File: src/rtl/gpio_pkg.sv
package gpio_pkg;

    localparam int PTR_W = 2;

    typedef enum logic [PTR_W-1:0] {
        SEL_PINS = 2'd0,
        SEL_LATCH = 2'd1,
        SEL_INVERT = 2'd2,
        SEL_DIR = 2'd3
    } reg_sel_e;

endpackage

File: src/rtl/gpio_sync.sv
module gpio_sync #(
    parameter int W      = 8,
    parameter int STAGES = 2
) (
    input  logic         clk,
    input  logic         rst_n,
    input  logic         srst,
    input  logic [W-1:0] async_in,
    output logic [W-1:0] sync_out
);
    logic [W-1:0] stage_q [STAGES];
    logic [W-1:0] stage_d [STAGES];

    always_comb begin
        for (int s = 0; s < STAGES; s++) begin
            if (srst)
                stage_d[s] = '0;
            else if (s == 0)
                stage_d[s] = async_in;
            else
                stage_d[s] = stage_q[s-1];
        end
    end

    always_ff @(posedge clk or negedge rst_n) begin
        if (!rst_n) begin
            for (int s = 0; s < STAGES; s++) stage_q[s] <= '0;
        end else begin
            for (int s = 0; s < STAGES; s++) stage_q[s] <= stage_d[s];
        end
    end

    assign sync_out = stage_q[STAGES-1];
endmodule

File: src/rtl/gpio_pad_ctrl.sv
module gpio_pad_ctrl #(
    parameter int           W       = 8,
    parameter logic [W-1:0] OD_MASK = 8'h01
) (
    input  logic [W-1:0] dir_in,
    input  logic [W-1:0] latch,
    output logic [W-1:0] drive_val,
    output logic [W-1:0] drive_en
);
    for (genvar i = 0; i < W; i++) begin : g_pin
        if (OD_MASK[i]) begin : g_od
            // Sink-only: enable the pull-down when the output wants a 0
            assign drive_en[i]  = ~dir_in[i] & ~latch[i];
            assign drive_val[i] = 1'b0;
        end else begin : g_pp
            assign drive_en[i]  = ~dir_in[i];
            assign drive_val[i] = latch[i];
        end
    end
endmodule

File: src/rtl/gpio_regbank.sv
module gpio_regbank
    import gpio_pkg::*;
#(
    parameter int           W        = 8,
    parameter int           SYNC     = 2,
    parameter logic [W-1:0] OUT_RST  = '0,
    parameter logic [W-1:0] POL_RST  = 8'hF0,
    parameter logic [W-1:0] DIR_RST  = '1,
    parameter logic [W-1:0] OD_MASK  = 8'h01
) (
    input  logic             clk,
    input  logic             rst_n,
    input  logic             srst,
    input  logic             wr_en,
    input  logic             rd_en,
    input  logic [PTR_W-1:0] ptr,
    input  logic [W-1:0]     wdata,
    output logic [W-1:0]     rdata,
    input  logic [W-1:0]     pin_in,
    output logic [W-1:0]     pin_out,
    output logic [W-1:0]     pin_oe
);
    typedef struct packed {
        logic [W-1:0] latch;
        logic [W-1:0] invert;
        logic [W-1:0] dir;
        logic [W-1:0] image;
        logic [W-1:0] rd;
    } bank_t;

    localparam bank_t BANK_RST = '{
        latch:  OUT_RST,
        invert: POL_RST,
        dir:    DIR_RST,
        image:  '0,
        rd:     '0
    };

    bank_t        bank_d, bank_q;
    logic [W-1:0] pins_sync;
    logic [W-1:0] rd_mux;

    gpio_sync #(.W(W), .STAGES(SYNC)) u_sync (
        .clk      (clk),
        .rst_n    (rst_n),
        .srst     (srst),
        .async_in (pin_in),
        .sync_out (pins_sync)
    );

    always_comb begin
        unique case (reg_sel_e'(ptr))
            SEL_PINS:   rd_mux = bank_q.image ^ bank_q.invert;
            SEL_LATCH:  rd_mux = bank_q.latch;
            SEL_INVERT: rd_mux = bank_q.invert;
            SEL_DIR:    rd_mux = bank_q.dir;
            default:    rd_mux = '0;
        endcase
    end

    always_comb begin
        bank_d = bank_q;
        if (srst) begin
            bank_d = BANK_RST;
        end else begin
            bank_d.image = pins_sync;
            if (wr_en) begin
                unique case (reg_sel_e'(ptr))
                    SEL_LATCH:  bank_d.latch  = wdata;
                    SEL_INVERT: bank_d.invert = wdata;
                    SEL_DIR:    bank_d.dir    = wdata;
                    default:    ;
                endcase
            end
            if (rd_en) bank_d.rd = rd_mux;
        end
    end

    always_ff @(posedge clk or negedge rst_n) begin
        if (!rst_n) bank_q <= BANK_RST;
        else        bank_q <= bank_d;
    end

    gpio_pad_ctrl #(.W(W), .OD_MASK(OD_MASK)) u_pad (
        .dir_in    (bank_q.dir),
        .latch     (bank_q.latch),
        .drive_val (pin_out),
        .drive_en  (pin_oe)
    );

    assign rdata = bank_q.rd;
endmodule

File: config.mk
export PLATFORM = sky130hd
export DESIGN_NAME = gpio_regbank
export DESIGN_NICKNAME = d
export VERILOG_FILES = /design/src/rtl/gpio_pkg.sv /design/src/rtl/gpio_sync.sv /design/src/rtl/gpio_pad_ctrl.sv /design/src/rtl/gpio_regbank.sv
export SDC_FILE = /design/constraint.sdc
export NUM_CORES = 1
export LEC_CHECK = 0
export ABC_AREA = 1
export ABC_CLOCK_PERIOD_IN_PS = 890
export BUFFER_PORTS_ARGS = -buffer_cell sky130_fd_sc_hd__buf_2
export CAP_MARGIN = 20
export CORE_UTILIZATION = 50
export DETAILED_ROUTE_END_ITERATION = 8
export PLACE_DENSITY = 0.73
export SYNTH_ARGS = -nofsm -noshare
export SYNTH_HDL_FRONTEND = slang
export SYNTH_HIERARCHICAL = 1
export SYNTH_SLANG_ARGS = --single-unit
File: constraint.sdc
create_clock -name clk -period 0.89 [get_ports clk]
set_input_delay 0.0445 -clock clk [delete_from_list [all_inputs] [get_ports clk]]
set_output_delay 0.0445 -clock clk [all_outputs]
set_load 0.05 [all_outputs]
* Yosys cells after proc, flatten, opt, wreduce, memory -nomap -nowiden
Cells that the tools add are included.
** Storage, ports and cells
- Output and inout port bits :: 24
- Bits of input ports :: 23
- Memories kept :: 0
- Bits in latches :: 0
- Register bits :: 56
- ROM bits :: 0
- Bits in writable memories :: 0
- Logic and storage cells :: 39
** Operators by class
- Multipliers :: 0
- Eq/ne operators :: 3
- Add/subtract/negate cells :: 0
- Bitwise logic cells :: 11
- Reduce and logical (&&, ||, !) cells :: 9
- Div/mod/pow operators :: 0
- Magnitude comparators :: 0
- Shift-type cells :: 0
- Muxes and demuxes :: 9
** Operators by type and width (number)
- $mux W8 :: 6
- $mux W40 :: 1
- $pmux W8 S4 :: 1
- $mux W24 :: 1
- $reduce_bool A2 Y1 :: 5
- $not A1 Y1 :: 9
- $xor A8 B8 Y8 :: 1
- $reduce_and A2 Y1 :: 3
- $eq A2 B2 Y1 const B :: 2
- $eq A2 B1 Y1 const B :: 1
- $logic_not A2 Y1 :: 1
- $and A1 B1 Y1 :: 1

* Depth between registers and ports, before layout
Gate-level depths: netlist of the first run.
- Word-level depth :: 4
- Mapped depth :: 7

* Hierarchy
Netlist of the first run, hierarchy kept.
** By module, submodules not included
- gpio_regbank :: area an instance 2094.5 µm², cells each 272, times used 1, seq. area each 1016.0 µm²
- gpio_sync :: area an instance 614.3 µm², cells each 58, times used 1, seq. area each 400.4 µm²
- gpio_pad_ctrl :: area an instance 93.8 µm², cells each 17, times used 1, seq. area each 0.0 µm²

* Least setup slack after synthesis of the first run
No wires, ideal clock.
- Path type :: register -> output
- Start :: reg bank_q[32] (netlist bit)
- End :: out pin_oe[0]
- Buffers on the path :: 0
- Cell stages (with the launch flop) :: 2
- Arrival :: 1031 ps
- Setup slack :: -186 ps
- Required time :: 845 ps
- Cell sequence :: dfrtp_1 > nor2_1
** On the way
- Cells in the longest elaborated chain, start to end :: 2
** Ends and longest elaborated chain
- from (decl) :: line gpio_regbank.sv:39 : bank_t bank_d, bank_q;
- from (signal assigned) :: line gpio_regbank.sv:81 : else bank_q <= bank_d;
- $not A1 Y1 :: line gpio_pad_ctrl.sv:13 : assign drive_en[i] = ~dir_in[i] & ~latch[i];
- $and A1 B1 Y1 :: line gpio_pad_ctrl.sv:13
- to (decl) :: line gpio_regbank.sv:21 : output logic [W-1:0] pin_oe
Every way passes these cells.

* Worst setup path in the final report of the first run
- Start :: reg bank_q[23] (netlist bit)
- End :: out pin_oe[7]
** On the way
- Cells in the longest elaborated chain, start to end :: 1
** Ends and longest elaborated chain
- $not A1 Y1 :: line gpio_pad_ctrl.sv:16 : assign drive_en[i] = ~dir_in[i];
Every way passes these cells.

==> reports/summary.md, run 1 <==
STA
* number of max-slew violations in the final report: 0
* fin worst setup slack: -0.2083 ns
* time the worst path needs with I/O delays and setup: 1.098 ns
* highest clock frequency the design can meet: 910.5 MHz
* Final Hold Vio Count: 0
* post-route clock period utilization: 123.4%
* endpoints failing setup: 34
* Layout Skew: 0.01090 ns
* setup repair after global routing missed its margin: yes

Critical path
* kind of capture point of the worst setup path: output pin
* r2r worst-path depth: 6
* logic depth of the worst setup path including buffers: 2
* data arrival time at the worst-slack endpoint: 1.05 ns
* maximum fanout count along the critical path: 2
* count of buffering cells on the critical path with inverters included: 2
* data required time at the worst endpoint: 0.85 ns
* slowest cell on the critical path: sky130_fd_sc_hd__dfstp_2
* largest delay contributor family on the critical path: flip-flops
* kind of start point of the critical path: flop
* longest individual stage delay on the worst path: 0.55 ns
* ordered list of cells on the worst path: inv_2, buf_6
* critical path class: flop to output pin

Routing
* DRC violations left: 0
* number of routed nets with antenna violations: 0
* average wire per standard cell: 13.12 um
* post-detailed-routing wire length: 6.704 mm
* via count: 2,441
* via/cell ratio: 4.777
* number of DRC violations after detailed-routing iteration 0: 133
* drt pass-1 iters: 4

Layout
* fraction of final layout cells sized beyond drive strength 1: 40.59%
* Finished Layout Cells: 511
* fill cell instance count of the final layout: 374
* area overhead of the layout relative to synthesis: 39.38%
* commonest non-fill, non-tap cells in the layout: 82 x sky130_fd_sc_hd__nand2_1, 57 x sky130_fd_sc_hd__inv_1, 44 x sky130_fd_sc_hd__dfrtp_1
* most common library cell in the layout ignoring fill and taps: sky130_fd_sc_hd__nand2_1
* layout net count: 463
* final non-filler cell area: 0.003906 mm^2
* Inserted Diodes: 0

Synthesis
* net count after synthesis: 370
* cell count after synthesis: 347
* share of the synthesized area in compound gates (AO/OA/AOI/OAI): 6.830%
* Avg Inst Size Synth: 8.077 um^2
* sequential element share of the synthesized area: 50.54%
* adder and majority gate portion of the synthesized area: 0%
* synthesized cell area: 0.002803 mm^2
* share of synthesized cell area in and, or, nand and nor gates: 23.53%
* distinct cell type count of the synthesized netlist: 25
* post-synthesis share of cell area spent on xor and xnor gates: 0%
* total of warnings raised by yosys: 6
* flip-flop and latch count after synthesis: 56
* fraction of synthesized area in multiplexers: 0%
* dominant combinational cell family by area after synthesis: simple AND/OR/NAND/NOR gates

Pwr
* fraction of power consumed by combinational cells: 26.2%
* maximum vdd drop: 0.9379 mV
* Flop pwr share: 46.9%
* switching power as a share of total power: 29.71%
* P_sw: 1.809 mW
* leakage power: 2.123 nW
* Power per Cell Area: 1559 mW/mm^2
* post-layout power: 6.088 mW
* relative contribution of the clock network to total power: 26.9%
* internal power: 4.280 mW

Clock network
* maximum root-to-sink buffer count: 2
* source-to-sink clock delay at the later pin of the worst-skew pair: 0.31 ns
* TritonCTS clock tree: built
* total CTS buffers: 5
* clock-pin slew of the registers on the worst-case setup and hold paths: 0.10 ns
* Num Clock Sinks: 56
* htree depth: 2
* clock root buffer: sky130_fd_sc_hd__clkbuf_8

Floorplanning
* width of the chip: 76.87 um
* site row count: 26
* Chip Height: 76.87 um
* ports placed on the boundary: 47
* effective utilization at floorplan: 53.51%
* total core area: 0.005238 mm^2
* total die area: 0.005909 mm^2

Global routing
* grt total ovfl: 0
* wire length of the first global-routing pass: 11.01 mm
* antenna violations before repair: 0
* number of global-route vias before repair: 2,495
* maximum number of pins on one net before global-route repair: 57
* overall global routing resource usage: 23.68%

Placed design
* total of buffers placed on input and output ports: 45
* post-detailed-placement half-perimeter wirelength: 4.217 mm
* total cell area at the placement stage: 0.003146 mm^2
* Routability Congestion: 0.8477
* number of cells after detailed placement: 462

Job
* Max-Cap Viols: 0

Outcome
* run status: complete, but fails checks
* failing checks: setup timing

Hold path
* cell depth of the worst min-delay path: 3
* Hold Path Class: input pin to flop

layer usage:
layer  vias up  GRT usage (%)  wire (um)  share of wire [%]
met5         -              0          0                  0
met4         0          8.077        238                3.6
met3        18          3.810        362                5.4
met2        90          43.57       3450                 51
met1      1150          27.69       2653                 40
li1       1183              -          -                  -
Yosys cell counts:
master                    count  area [um^2]
sky130_fd_sc_hd__dfstp_2     12        315.3
sky130_fd_sc_hd__o21ai_4      1        16.27
sky130_fd_sc_hd__buf_12       1        20.02
sky130_fd_sc_hd__o21ai_0     23        115.1
sky130_fd_sc_hd__nand2_4      2        22.52
sky130_fd_sc_hd__buf_4       25        187.7
sky130_fd_sc_hd__inv_2        2        7.510
sky130_fd_sc_hd__conb_1       1        3.750
sky130_fd_sc_hd__buf_8        1        15.01
sky130_fd_sc_hd__nor2_4       1        11.26
sky130_fd_sc_hd__or2_2        4        25.02
sky130_fd_sc_hd__nor2_1      27        101.4
sky130_fd_sc_hd__o21ai_1      2        10.01
sky130_fd_sc_hd__nand2_1     89        334.1
sky130_fd_sc_hd__buf_6        2        22.52
sky130_fd_sc_hd__buf_2        2        10.01
sky130_fd_sc_hd__nor2_2       5        31.28
sky130_fd_sc_hd__nand3_2      1        10.01
sky130_fd_sc_hd__o21ai_2      4        35.03
sky130_fd_sc_hd__dfrtp_1     44         1101
sky130_fd_sc_hd__a21oi_1      3        15.01
sky130_fd_sc_hd__inv_4        1        6.260
sky130_fd_sc_hd__nand3_1     21        105.1
sky130_fd_sc_hd__nand2_2      3        18.77
sky130_fd_sc_hd__inv_1       70        262.8
final timing paths:
path	start	end	slack, ns
worst max-delay path	bank_q[23]$_DFFE_PN1P_	pin_oe[7]	-0.21
worst min-delay path	wdata[4]	bank_q[36]$_DFFE_PN0P_	0.03
worst max register to register	bank_q[16]$_DFFE_PN1P_	rdata[0]$_DFFE_PN0P_	-0.13
worst min register to register	u_sync/sync_out[0]$_DFF_PN0_	bank_q[8]$_DFF_PN0_	0.47
max in group asynchronous	rst_n	bank_q[30]$_DFFE_PN1P_	0.33
min in group asynchronous	rst_n	bank_q[32]$_DFFE_PN0P_	0.24
metrics by stage:
stage	util, %	hold WS, ns	setup TNS (ns)	setup WS [ns]
2_1_floorplan	-	-0.2511	-0.2062	-0.05530
3_3_place_gp	60.06	0.06628	-0.5484	-0.09919
3_5_place_dp	60.06	0.06692	-0.8232	-0.1043
4_1_cts	71.91	0.008143	-3.440	-0.1965
5_1_grt	74.58	0.05074	-4.713	-0.2405
6_report	74.58	0.02836	-3.631	-0.2083
power groups by stage:
stage / Sequential (mW) / Combinational [mW] / Clock [mW]
5_1_grt: 2.87 / 1.72 / 1.75
4_1_cts: 2.85 / 1.48 / 1.68
3_3_place_gp: 2.89 / 1.12 / 0
2_1_floorplan: 2.87 / 0.829 / 0
3_5_place_dp: 2.90 / 1.14 / 0
6_report: 2.86 / 1.60 / 1.64
timing repair:
action,CTS,global route
endpoints found under the setup margin,32,42
resized for setup,83,28
setup buffers,19,7
hold buffers,15,0
endpoints found under the hold margin,67,0
pin swaps,10,24
gates cloned,0,0
worst min-delay path, stage by stage:
cell and delay [ns]:
sky130_fd_sc_hd__buf_2 0.12, sky130_fd_sc_hd__nand2_1 0.06, sky130_fd_sc_hd__o21ai_0 0.07
layout make-up:
cell class / instances / area [um^2] / share of cell area, %
well taps: 70 / 87.58 / 2.242
repair buffers: 117 / 1084 / 27.74
inverters: 73 / 276.5 / 7.079
flip-flops and latches: 56 / 1416 / 36.26
clock buffers: 6 / 72.57 / 1.858
multi-input cells: 187 / 934.6 / 23.93
clock inverters: 2 / 35.03 / 0.8969
sequential cells by signal, summed over array words and instances, names as in the netlist:
name             count
rdata                8
u_sync/stage_q       8
bank_q              32
u_sync/sync_out      8
cells by family (layout without fill, tap and decap cells):
group                  Yosys count  after routing
flip-flops                      56             56
AO/OA/AOI/OAI                   33             33
AND/OR/NAND/NOR                153            153
buffers and inverters          104            198
other                            1              1
Power figures use the tool's default switching activity.
==> inputs of run 2 (changes only) <==
--- a/config.mk
+++ b/config.mk
@@ -7,7 +7,7 @@
 export LEC_CHECK = 0
 export ABC_AREA = 1
 export ABC_CLOCK_PERIOD_IN_PS = 890
-export BUFFER_PORTS_ARGS = -buffer_cell sky130_fd_sc_hd__buf_2
+export BUFFER_PORTS_ARGS = -buffer_cell sky130_fd_sc_hd__buf_4
 export CAP_MARGIN = 20
 export CORE_UTILIZATION = 50
 export DETAILED_ROUTE_END_ITERATION = 8
==> run 2 against run 1 <==
The run still ends with setup timing left. Flip-flop and latch count is the same. Global-route usage grew 1.5 points. Clock-buffer cell count shrank 1. Highest routed layer unchanged.
==> reports/summary.md, run 2 (synthesized netlist as in run 1, its figures left out) <==
Layout
* area overhead of the layout relative to synthesis: 42.63%
* utilization of the core after routing: 76.33%, +1.7 points
* most common library cell in the layout ignoring fill and taps: sky130_fd_sc_hd__nand2_1
* layout net count: 458, -1.1%
* Inserted Diodes: 0, unchanged
* register with the highest flop count: bank_q
* fraction of final layout cells sized beyond drive strength 1: 42.20%, +1.6 points
* number of flip-flops under the largest register name: 32, unchanged
* commonest non-fill, non-tap cells in the layout: 79 x sky130_fd_sc_hd__nand2_1, 52 x sky130_fd_sc_hd__inv_1, 47 x sky130_fd_sc_hd__buf_4

Critical path
* data required time at the worst endpoint: 0.85 ns, about the same
* longest individual stage delay on the worst path: 0.41 ns, -0.14 ns
* maximum fanout count along the critical path: 2, unchanged
* critical path class: flop to output pin
* r2r worst-path depth: 7, +1
* largest delay contributor family on the critical path: flip-flops
* worst reg2reg path startpoint: bank_q[30]$_DFFE_PN1P_
* slowest cell on the critical path: sky130_fd_sc_hd__dfrtp_1
* data arrival time at the worst-slack endpoint: 1.08 ns, +0.03 ns
* critical path's most frequent cell: sky130_fd_sc_hd__buf_6
* Reg2Reg Capture Point: rdata[6]$_DFFE_PN0P_
* kind of capture point of the worst setup path: output pin
* ordered list of cells on the worst path: buf_6, nor2_4, buf_6
* kind of start point of the critical path: flop
* slack of the worst reg-to-reg path: -0.12 ns, about the same
* count of buffering cells on the critical path with inverters included: 2, unchanged

Hold path
* Hold Path Class: input pin to flop
* source of the worst hold timing path: wdata[6]
* Min-Delay Endpoint: bank_q[30]$_DFFE_PN1P_
* cell depth of the worst min-delay path: 4, +1

Clock network
* maximum root-to-sink buffer count: 2, unchanged
* clock root buffer: sky130_fd_sc_hd__clkbuf_8
* source-to-sink clock delay at the later pin of the worst-skew pair: 0.32 ns, about the same
* TritonCTS clock tree: built
* htree depth: 2, unchanged
* Num Clock Sinks: 56, unchanged
* total CTS buffers: 5, unchanged
* clock-pin slew of the registers on the worst-case setup and hold paths: 0.10 ns, about the same

Routing
* DRC violations left: 0, unchanged
* amount of wire on met2 after detailed routing: 3.695 mm, +7.1%
* via/cell ratio: 4.777, about the same
* post-detailed-routing wire length: 6.896 mm, +2.9%
* highest routing layer actually used: met4
* wl on met1: 2.776 mm, +4.6%
* detailed-routed wire length on met3: 221 um, -39%
* average wire per standard cell: 13.63 um, +3.9%
* number of DRC violations after detailed-routing iteration 0: 140, +5.3%
* number of routed nets with antenna violations: 0, unchanged
* drt pass-1 iters: 4, unchanged
* via count: 2,417, -0.98%

Pwr
* maximum vdd drop: 1.145 mV, +22%
* Flop pwr share: 46.1%, -0.8 points
* relative contribution of the clock network to total power: 27.7%, +0.8 points
* P_sw: 1.899 mW, +5.0%
* fraction of power consumed by combinational cells: 26.2%, about the same
* switching power as a share of total power: 30.56%, +0.86 points
* leakage power: 2.119 nW, -0.20%
* Power per Cell Area: 1555 mW/mm^2, -0.26%
* internal power: 4.315 mW, +0.83%

STA
* Final Hold Vio Count: 0, unchanged
* fin worst setup slack: -0.2372 ns, -0.02888 ns
* setup repair after global routing missed its margin: yes
* number of max-slew violations in the final report: 0, unchanged
* endpoints failing setup: 32, -5.9%
* Layout Skew: 0.009930 ns, -0.0009673 ns
* highest clock frequency the design can meet: 887.2 MHz, -2.6%
* time the worst path needs with I/O delays and setup: 1.127 ns, +0.02888 ns
* final-layout setup total negative slack: -3.798 ns, -0.1675 ns
* post-route clock period utilization: 126.7%, +3.2 points

Floorplanning
* width of the chip: 76.87 um, unchanged
* Chip Height: 76.87 um, unchanged
* effective utilization at floorplan: 53.51%, unchanged
* total core area: 0.005238 mm^2, unchanged
* total die area: 0.005909 mm^2, unchanged
* ports placed on the boundary: 47, unchanged
* site row count: 26, unchanged

Global routing
* grt total ovfl: 0, unchanged
* antenna violations before repair: 0, unchanged
* number of global-route vias before repair: 2,454, -1.6%
* wire length of the first global-routing pass: 11.34 mm, +3.0%
* maximum number of pins on one net before global-route repair: 19, -67%
* overall global routing resource usage: 25.15%, +1.5 points

Job
* Max-Cap Viols: 0, unchanged

Placed design
* post-detailed-placement half-perimeter wirelength: 4.233 mm, +0.37%
* Routability Congestion: 0.8454, -0.27%
* total of buffers placed on input and output ports: 45, unchanged

Outcome
* failing checks: setup timing
* run status: complete, but fails checks

==> run 2: timing repair <==
action / 4_1_cts / 5_1_grt
hold buffers: 17 / 0
buffers inserted: 15 / 9
pin swaps: 12 / 20
resized for setup: 66 / 44
setup endpoints to repair: 34 / 47
hold endpoints to repair: 63 / 0
==> run 2: routing by layer <==
| layer | GRT usage (%) | vias up |
|---|---|---|
| li1 | - | 1181 |
| met1 | 29.63 | 1147 |
| met2 | 44.91 | 69 |
| met3 | 4.881 | 20 |
| met4 | 9.615 | 0 |
| met5 | 0 | - |
==> run 2: tightest hold or removal path: cells and delay by family <==
kind | cells | cell delay, ns
buf+inv | 1 | 0.08
compound gates | 1 | 0.05
simple gates | 2 | 0.17
==> run 2: layout make-up <==
type | count | area [um^2]
sequential | 56 | 1416
clock inverter | 3 | 46.29
inverter | 73 | 279.0
timing repair buffer | 112 | 1134
multi-input combinational | 187 | 965.9
clock buffer | 5 | 68.82
fill | 362 | 1240
tap | 70 | 87.58
==> run 2: stage by stage <==
stage                     cell area [um^2]  hold slack [ns]  worst slack (ns)  instances  power [mW]
after detailed placement              3248         -0.07162           -0.1015        459       4.106
final                                 3998          0.05494           -0.2372        506       6.215
after global placement                3248         -0.06927          -0.05596        459       4.079
after CTS                             3832          0.04986           -0.2364        499       6.087
after floorplan                       2805          -0.2511          -0.05530        347       3.698
after global routing                  3998          0.05713           -0.2650        506       6.499
==> run 2: how the worst max path moves through the flow <==
stage / startpoint / end / slack, ns / cells past startpoint
2_1_floorplan: bank_q[29]$_DFFE_PN1P_ / rdata[5]$_DFFE_PN0P_ / -0.06 / 7
3_3_place_gp: bank_q[30]$_DFFE_PN1P_ / rdata[6]$_DFFE_PN0P_ / -0.06 / 7
3_5_place_dp: bank_q[30]$_DFFE_PN1P_ / rdata[6]$_DFFE_PN0P_ / -0.10 / 7
4_1_cts: bank_q[32]$_DFFE_PN0P_ / pin_oe[0] / -0.24 / 3
5_1_grt: bank_q[32]$_DFFE_PN0P_ / pin_oe[0] / -0.27 / 3
6_report: bank_q[32]$_DFFE_PN0P_ / pin_oe[0] / -0.24 / 3
==> run 2: power groups by stage <==
stage	clock network (mW)	registers, mW	logic, mW
3_5_place_dp	0	2.90	1.21
4_1_cts	1.75	2.85	1.48
6_report	1.72	2.86	1.63
2_1_floorplan	0	2.87	0.829
3_3_place_gp	0	2.89	1.19
5_1_grt	1.87	2.88	1.75
==> inputs of run 3 (changes only) <==
--- a/config.mk
+++ b/config.mk
@@ -11,6 +11,7 @@
 export CAP_MARGIN = 20
 export CORE_UTILIZATION = 50
 export DETAILED_ROUTE_END_ITERATION = 8
+export MAX_ROUTING_LAYER = met4
 export PLACE_DENSITY = 0.73
 export SYNTH_ARGS = -nofsm -noshare
 export SYNTH_HDL_FRONTEND = slang
==> run 3 against run 2 <==
The run still ends with setup timing left. Worst setup slack better by 0.0019 ns. Clock power is essentially flat. Critical path depth stayed put. Die area did not move. Combinational power hardly changed. Sequential share of layout area shrank 0.12 points. Cell count is 0.20% higher. Critical endpoint unchanged. Highest routed layer unchanged.
==> reports/summary.md, run 3 (synthesized netlist as in run 1, its figures left out) <==
Hold path
* cell depth of the worst min-delay path: 4, unchanged
* Hold Path Class: input pin to flop
* source of the worst hold timing path: wdata[6]
* Min-Delay Endpoint: bank_q[30]$_DFFE_PN1P_

Layout
* final non-filler cell area: 0.004011 mm^2, +0.34%
* area overhead of the layout relative to synthesis: 43.13%
* commonest non-fill, non-tap cells in the layout: 78 x sky130_fd_sc_hd__nand2_1, 52 x sky130_fd_sc_hd__inv_1, 48 x sky130_fd_sc_hd__buf_4
* number of flip-flops under the largest register name: 32, unchanged
* Inserted Diodes: 0, unchanged
* fill cell instance count of the final layout: 360, -0.55%
* fraction of final layout cells sized beyond drive strength 1: 42.56%, +0.36 points
* layout net count: 459, +0.22%
* most common library cell in the layout ignoring fill and taps: sky130_fd_sc_hd__nand2_1
* register with the highest flop count: bank_q
* Finished Layout Cells: 507, +0.20%
* utilization of the core after routing: 76.59%, +0.26 points

Floorplanning
* site row count: 26, unchanged
* effective utilization at floorplan: 53.51%, unchanged
* total die area: 0.005909 mm^2, unchanged
* width of the chip: 76.87 um, unchanged
* Chip Height: 76.87 um, unchanged
* ports placed on the boundary: 47, unchanged
* total core area: 0.005238 mm^2, unchanged

Clock network
* clock root buffer: sky130_fd_sc_hd__clkbuf_8
* Num Clock Sinks: 56, unchanged
* clock-pin slew of the registers on the worst-case setup and hold paths: 0.10 ns, about the same
* total CTS buffers: 5, unchanged
* source-to-sink clock delay at the later pin of the worst-skew pair: 0.32 ns, about the same
* htree depth: 2, unchanged
* maximum root-to-sink buffer count: 2, unchanged
* TritonCTS clock tree: built

Pwr
* fraction of power consumed by combinational cells: 26.3%, about the same
* Flop pwr share: 45.9%, -0.2 points
* P_sw: 1.907 mW, +0.42%
* leakage power: 2.126 nW, +0.33%
* maximum vdd drop: 1.154 mV, +0.81%
* Power per Cell Area: 1554 mW/mm^2, about the same
* switching power as a share of total power: 30.60%, +0.041 points
* post-layout power: 6.232 mW, +0.28%
* internal power: 4.325 mW, +0.23%
* relative contribution of the clock network to total power: 27.7%, about the same

Critical path
* critical path class: flop to output pin
* maximum fanout count along the critical path: 2, unchanged
* r2r worst-path depth: 7, unchanged
* Reg2Reg Capture Point: rdata[6]$_DFFE_PN0P_
* data arrival time at the worst-slack endpoint: 1.08 ns, about the same
* kind of start point of the critical path: flop
* count of buffering cells on the critical path with inverters included: 2, unchanged
* ordered list of cells on the worst path: buf_6, nor2_4, buf_6
* slowest cell on the critical path: sky130_fd_sc_hd__dfrtp_1
* worst reg2reg path startpoint: bank_q[30]$_DFFE_PN1P_
* kind of capture point of the worst setup path: output pin
* critical path's most frequent cell: sky130_fd_sc_hd__buf_6
* longest individual stage delay on the worst path: 0.41 ns, about the same
* largest delay contributor family on the critical path: flip-flops
* slack of the worst reg-to-reg path: -0.12 ns, about the same
* data required time at the worst endpoint: 0.85 ns, about the same

STA
* fin worst setup slack: -0.2353 ns, +0.001882 ns
* post-route clock period utilization: 126.4%, -0.21 points
* time the worst path needs with I/O delays and setup: 1.125 ns, -0.001882 ns
* endpoints failing setup: 32, unchanged
* number of max-slew violations in the final report: 0, unchanged
* final-layout setup total negative slack: -3.816 ns, -0.01733 ns
* setup repair after global routing missed its margin: yes
* Final Hold Vio Count: 0, unchanged
* highest clock frequency the design can meet: 888.6 MHz, +0.17%
* Layout Skew: 0.009653 ns, -0.0002770 ns

Global routing
* grt total ovfl: 0, unchanged
* antenna violations before repair: 0, unchanged
* number of global-route vias before repair: 2,452, -0.081%
* wire length of the first global-routing pass: 11.39 mm, +0.42%
* overall global routing resource usage: 26.00%, +0.84 points
* maximum number of pins on one net before global-route repair: 19, unchanged

Placed design
* number of cells after detailed placement: 459, unchanged
* Routability Congestion: 0.8586, +1.6%
* total cell area at the placement stage: 0.003248 mm^2, unchanged
* total of buffers placed on input and output ports: 45, unchanged
* post-detailed-placement half-perimeter wirelength: 4.233 mm, unchanged

Routing
* number of routed nets with antenna violations: 0, unchanged
* average wire per standard cell: 13.52 um, -0.82%
* number of DRC violations after detailed-routing iteration 0: 183, +31%
* via count: 2,407, -0.41%
* DRC violations left: 0, unchanged
* post-detailed-routing wire length: 6.853 mm, -0.62%
* via/cell ratio: 4.748, -0.61%
* drt pass-1 iters: 4, unchanged

Job
* Max-Cap Viols: 0, unchanged

Outcome
* failing checks: setup timing
* run status: complete, but fails checks

[run 3: power groups by stage]
stage | registers (mW) | clock network, mW | logic, mW
global route | 2.88 | 1.87 | 1.77
floorplan | 2.87 | 0 | 0.829
finish | 2.86 | 1.73 | 1.64
detailed placement | 2.90 | 0 | 1.21
global placement | 2.89 | 0 | 1.19
CTS | 2.85 | 1.75 | 1.48
[run 3: per-layer routing]
metal,track usage (%),vias up,routed length (um)
li1,-,1181,-
met3,4.524,17,315
met4,10.19,0,170
met1,29.94,1127,2655
met2,44.91,82,3712
met5,-,-,0
[run 3: what timing repair did]
action	in CTS	in global routing
setup endpoints to repair	34	47
buffers inserted	15	10
hold endpoints to repair	63	0
pin swaps	12	20
hold buffers	17	0
resized for setup	66	46
[run 3: area by class of cell]
class / instances / area, um^2 / area share (%)
timing repair buffer: 113 / 1145 / 28.54
multi-input combinational: 187 / 968.4 / 24.14
clock inverter: 3 / 46.29 / 1.154
clock buffer: 5 / 68.82 / 1.716
sequential: 56 / 1416 / 35.31
tap: 70 / 87.58 / 2.183
inverter: 73 / 279.0 / 6.956
[run 3: worst min-delay path, delay by kind of cell]
family	cells	cell delay (ns)
AND/OR/NAND/NOR	2	0.17
AO/OA/AOI/OAI	1	0.05
buffers and inverters	1	0.08
[run 3: worst max-delay path by stage]
stage	from	end	slack, ns	cells after the start
finish	bank_q[32]$_DFFE_PN0P_	pin_oe[0]	-0.24	3
global route	bank_q[32]$_DFFE_PN0P_	pin_oe[0]	-0.27	3
CTS	bank_q[32]$_DFFE_PN0P_	pin_oe[0]	-0.24	3
detailed placement	bank_q[30]$_DFFE_PN1P_	rdata[6]$_DFFE_PN0P_	-0.10	7
global placement	bank_q[30]$_DFFE_PN1P_	rdata[6]$_DFFE_PN0P_	-0.06	7
floorplan	bank_q[29]$_DFFE_PN1P_	rdata[5]$_DFFE_PN0P_	-0.06	7
[run 3: per-stage QoR]
| step | hold slack [ns] | worst slack (ns) |
|---|---|---|
| detailed placement | -0.07162 | -0.1015 |
| CTS | 0.04986 | -0.2364 |
| finish | 0.05282 | -0.2353 |
| global placement | -0.06927 | -0.05596 |
| global route | 0.05713 | -0.2650 |
| floorplan | -0.2511 | -0.05530 |
